### src/rtl/pc_seq_pkg.sv
package pc_seq_pkg;
  typedef enum logic [0:0] {
    SEQ_RUN   = 1'b0,
    SEQ_CARRY = 1'b1
  } seq_state_e;
endpackage

### src/rtl/pc_lo_add.sv
// Low-byte adder: adds the instruction length and reports the carry out.
module pc_lo_add #(
  parameter int LO_W  = 8,
  parameter int LEN_W = 2
) (
  input  logic [LO_W-1:0]  lo_i,
  input  logic [LEN_W-1:0] len_i,
  output logic [LO_W-1:0]  sum_o,
  output logic             carry_o
);
  localparam int EXT_W = LO_W + 1 - LEN_W;
  logic [LO_W:0] wide;

  always_comb begin
    wide    = {1'b0, lo_i} + {{EXT_W{1'b0}}, len_i};
    sum_o   = wide[LO_W-1:0];
    carry_o = wide[LO_W];
  end
endmodule

### src/rtl/pc_hi_inc.sv
// High-byte incrementer; wraps at the top of the address space.
module pc_hi_inc #(
  parameter int HI_W = 8
) (
  input  logic [HI_W-1:0] hi_i,
  output logic [HI_W-1:0] hi_o
);
  always_comb hi_o = hi_i + {{(HI_W-1){1'b0}}, 1'b1};
endmodule

### src/rtl/pc_seq_ctrl.sv
// Control: accepts steps, tracks the pending high-byte cycle, registers done.
module pc_seq_ctrl
  import pc_seq_pkg::*;
(
  input  logic clk,
  input  logic rst,
  input  logic step_i,
  input  logic jump_i,
  input  logic carry_i,
  output logic take_jump_o,
  output logic take_seq_o,
  output logic bump_hi_o,
  output logic stall_o,
  output logic done_o
);
  seq_state_e state_q, state_d;
  logic       accept;
  logic       done_d;

  always_comb begin
    accept      = step_i && (state_q == SEQ_RUN);
    take_jump_o = accept && jump_i;
    take_seq_o  = accept && !jump_i;
    bump_hi_o   = (state_q == SEQ_CARRY);
    state_d     = SEQ_RUN;
    if (take_seq_o && carry_i) state_d = SEQ_CARRY;
    done_d      = take_jump_o || (take_seq_o && !carry_i) || bump_hi_o;
  end

  always_ff @(posedge clk) begin
    if (rst) begin
      state_q <= SEQ_RUN;
      done_o  <= 1'b0;
    end else begin
      state_q <= state_d;
      done_o  <= done_d;
    end
  end

  assign stall_o = (state_q == SEQ_CARRY);
endmodule

### src/rtl/pc_fetch_seq.sv
// Program counter sequencer with a one-cycle penalty on sequential page carry.
module pc_fetch_seq #(
  parameter int PC_W      = 16,
  parameter int PAGE_BITS = 8,
  parameter int LEN_W     = 2
) (
  input  logic             clk,
  input  logic             rst,
  input  logic             step_i,
  input  logic [LEN_W-1:0] len_i,
  input  logic             jump_i,
  input  logic [PC_W-1:0]  target_i,
  output logic [PC_W-1:0]  fetch_addr_o,
  output logic             stall_o,
  output logic             done_o
);
  localparam int LO_W = PAGE_BITS;
  localparam int HI_W = PC_W - PAGE_BITS;

  logic [LO_W-1:0] lo_q, lo_sum;
  logic [HI_W-1:0] hi_q, hi_next;
  logic            carry, take_jump, take_seq, bump_hi;

  pc_lo_add #(.LO_W(LO_W), .LEN_W(LEN_W)) u_lo_add (
    .lo_i(lo_q), .len_i(len_i), .sum_o(lo_sum), .carry_o(carry)
  );

  pc_hi_inc #(.HI_W(HI_W)) u_hi_inc (
    .hi_i(hi_q), .hi_o(hi_next)
  );

  pc_seq_ctrl u_ctrl (
    .clk(clk), .rst(rst), .step_i(step_i), .jump_i(jump_i),
    .carry_i(carry), .take_jump_o(take_jump), .take_seq_o(take_seq),
    .bump_hi_o(bump_hi), .stall_o(stall_o), .done_o(done_o)
  );

  always_ff @(posedge clk) begin
    if (rst) begin
      lo_q <= '0;
      hi_q <= '0;
    end else if (take_jump) begin
      lo_q <= target_i[LO_W-1:0];
      hi_q <= target_i[PC_W-1:LO_W];
    end else begin
      if (take_seq) lo_q <= lo_sum;
      if (bump_hi)  hi_q <= hi_next;
    end
  end

  assign fetch_addr_o = {hi_q, lo_q};
endmodule

### config.mk
export PLATFORM = sky130hd
export DESIGN_NAME = pc_fetch_seq
export DESIGN_NICKNAME = d
export VERILOG_FILES = /design/src/rtl/pc_seq_pkg.sv /design/src/rtl/pc_lo_add.sv /design/src/rtl/pc_hi_inc.sv /design/src/rtl/pc_seq_ctrl.sv /design/src/rtl/pc_fetch_seq.sv
export SDC_FILE = /design/constraint.sdc
export NUM_CORES = 1
export LEC_CHECK = 0
export ABC_AREA = 1
export BUFFER_PORTS_ARGS = -buffer_cell sky130_fd_sc_hd__buf_4
export CAP_MARGIN = 5
export CORE_ASPECT_RATIO = 1.75
export CORE_MARGIN = 2
export CORE_UTILIZATION = 44
export DETAILED_ROUTE_END_ITERATION = 7
export GPL_TIMING_DRIVEN = 0
export PLACE_DENSITY_LB_ADDON = 0.1
export SETUP_SLACK_MARGIN = 0.02
export SLEW_MARGIN = 20
export SYNTH_ARGS = -nofsm -noshare
export SYNTH_HDL_FRONTEND = slang
export SYNTH_SLANG_ARGS = --single-unit
### constraint.sdc
create_clock -name clk -period 1.6 [get_ports clk]
set_clock_uncertainty 0.2 [all_clocks]
set_input_delay 0.32 -clock clk [delete_from_list [all_inputs] [get_ports clk]]
set_output_delay 0.32 -clock clk [all_outputs]
set_load 0.01 [all_outputs]
==> metrics.txt <==
core footprint 2460 um^2; CP peak stage delay 0.37 ns; count of final setup violators 4; vias in the first global route 1,300; Final Cell Area 1600 um^2; syn_nets a little over 200; Crit-path slowest cell fa_2; Post-DP Area 1490 um^2; Data required, critical path 1.52 ns; RSZ-0062 raised after global routing true; Final Util approximately two thirds; Clock transition at path regs 0.07 ns; global route overflow 0; Mapped Cells about 180; placed cells 242; crit path DAT 1.65 ns; DIE AREA 3030 um^2; chip width around 42 um; initial DRC count 29; Final Cycle Share 108%; Avg Vias per Cell 5.30; Synth Cell Area 1140 um^2; register area share after synthesis 31.6%; min Tclk post-route approximately 1.7 ns; Mean Syn Cell Area 6.44 um^2; CTS tree yes; Max-cap violations 0; ratio of cells with drive above 1 in the final layout 32.9%; Crit Path Class reg2reg; Hold WC Path Type in2reg; clock tree buffer depth 2; Residual DRC 0; CP max FO 4; largest net degree at the start of global routing 11; status finished with violations; H-tree depth 1; Synth-to-Final Area Change 40.3%; worst hold margin roughly 0.07 ns; WL/cell 12.7 um; delay-heaviest family, CP adder cells; Rel. slew slack 67.8%; Tot Pwr 1.12 mW; crit-path cells ha_4 -> inv_2 -> fa_2 -> nor2_4 -> nand3_2 -> nand2_1 -> nand3_1 -> nand2_1 -> a21oi_1; num ports 40; Synth Register Bits 18; Worst Tran Pin Value 0.483 ns; failing checks negative setup slack; CP Capture Type flop; nature of the critical path startpoint flop; Finished Layout Cells 248; ant diodes 0; Yosys cell types 28; final max-slew violation count 0; initial antenna violation count 0; # nets final 249; CP bufs+invs 1; power per cell area 702 nW/um^2; maximum VDD drop 0.398 mV; TritonCTS Buffers 3; Total GRT Usage around 22%; first-pass GRT wire length 5340 um; CTS Hold Bufs 0; initial core utilization between 40 and 50%; Final Worst Setup Slack -0.128 ns; Port Buffers 39; GPL Wtd Cong about 0.86; final wirelength 3160 um; Top cell by count, worst path nand2_1; Std-Cell Rows 24; # clock sinks 18; HPWL after DPL 2420 um; Final Hold Viols 0; CTS Root Cell clkbuf_8; Max Freq 579 MHz; leakage power approximately 0.75 nW; Initial DRT Pass Iterations 4; Die Ht 71.3 um; vias 1,315; antenna viol nets, final 0; worst-skew pair later-pin latency around 0.25 ns; YS warnings 0
-- through the flow --
| step | setup TNS (ns) | worst slack (ns) |
|---|---|---|
| 2_1_floorplan | -0.00256 | -0.00256 |
| 3_3_place_gp | -0.559 | -0.172 |
| 3_5_place_dp | -0.713 | -0.174 |
| 4_1_cts | -0.247 | -0.0892 |
| 5_1_grt | -0.761 | -0.208 |
| 6_report | -0.335 | -0.128 |
-- cell usage after synthesis (all sizes together) --
library cell  number  area share, %
a21oi             14            6.1
a31oi              2            1.1
buf                3            2.4
clkbuf             1           0.33
dfxtp             18             32
fa                 1            1.8
ha                 3            3.3
inv               24            8.1
nand2             64             22
nand3             17            7.5
nand3b             1           0.66
nand4              4            2.2
nor2              12            5.6
nor3               3            1.8
nor3b              1           0.66
o211ai             1           0.66
o21ai              5            2.2
o22a               1           0.77
xnor2              1           0.77
xor2               1           0.77
-- report_power, final --
part           switching (mW)  internal, mW  total (mW)
Combinational           0.123         0.121       0.245
Clock                   0.156         0.219       0.375
Sequential             0.0301         0.473       0.503
Total                   0.310         0.813        1.12
-- routing by layer --
metal	vias to the layer above	wire length (um)	GRT usage, %
li1	657	-	-
met1	610	1160	22.9
met2	40	1750	42.1
met3	8	157	3.02
met4	0	96	12.8
met5	-	0	0
-- final timing paths --
kind	cells past startpoint	from	endpoint	slack [ns]
setup / recovery	9	lo_q[0]	lo_q[6]	-0.13
hold / removal	2	rst	lo_q[0]	0.07
setup reg to reg	9	lo_q[0]	lo_q[6]	-0.13
hold reg to reg	2	hi_q[7]	hi_q[7]	0.32
-- layout by cell type, fill, tap and decap left out, drive strengths merged, types with 4 or more instances in the layout --
master,n
a21oi,14
buf,44
clkbuf,5
dfxtp,18
inv,24
nand2,64
nand3,17
nand4,4
nor2,12
o21ai,5
-- layout make-up --
cell class / instances / area (um^2)
inverters: 24 / 92.6
fillers: 242 / 863
clock buffers: 4 / 55.1
well taps: 26 / 32.5
repair buffers: 41 / 308
flip-flops and latches: 18 / 364
plain buffers: 4 / 31.3
multi-input cells: 131 / 716
-- timing repair --
item / 4_1_cts / 5_1_grt
setup endpoints to repair: 5 / 14
pin swaps: 3 / 4
buffers inserted: 1 / 1
gates resized for setup: 5 / 7
-- registers in the layout (all words and copies together) (netlist names) --
signal and cells:
hi_q 8, lo_q 8, u_ctrl.bump_hi_o 1, u_ctrl.done_o 1
-- worst reg2reg max path, delay by kind of cell (launching register included) --
kind	cells	cell delay, ns
compound gates	1	0.05
buf+inv	1	0.03
fa+ha+maj	2	0.50
simple gates	5	0.46
flops	1	0.36
-- logic make-up after synthesis --
| family | after synthesis | share of synthesized area [%] |
|---|---|---|
| compound gates | 23 | 10.9 |
| xor+xnor | 2 | 1.54 |
| fa+ha+maj | 4 | 5.05 |
| buf+inv | 28 | 10.9 |
| flops | 18 | 31.6 |
| simple gates | 102 | 40.1 |
(Power assumes the default switching activity.)
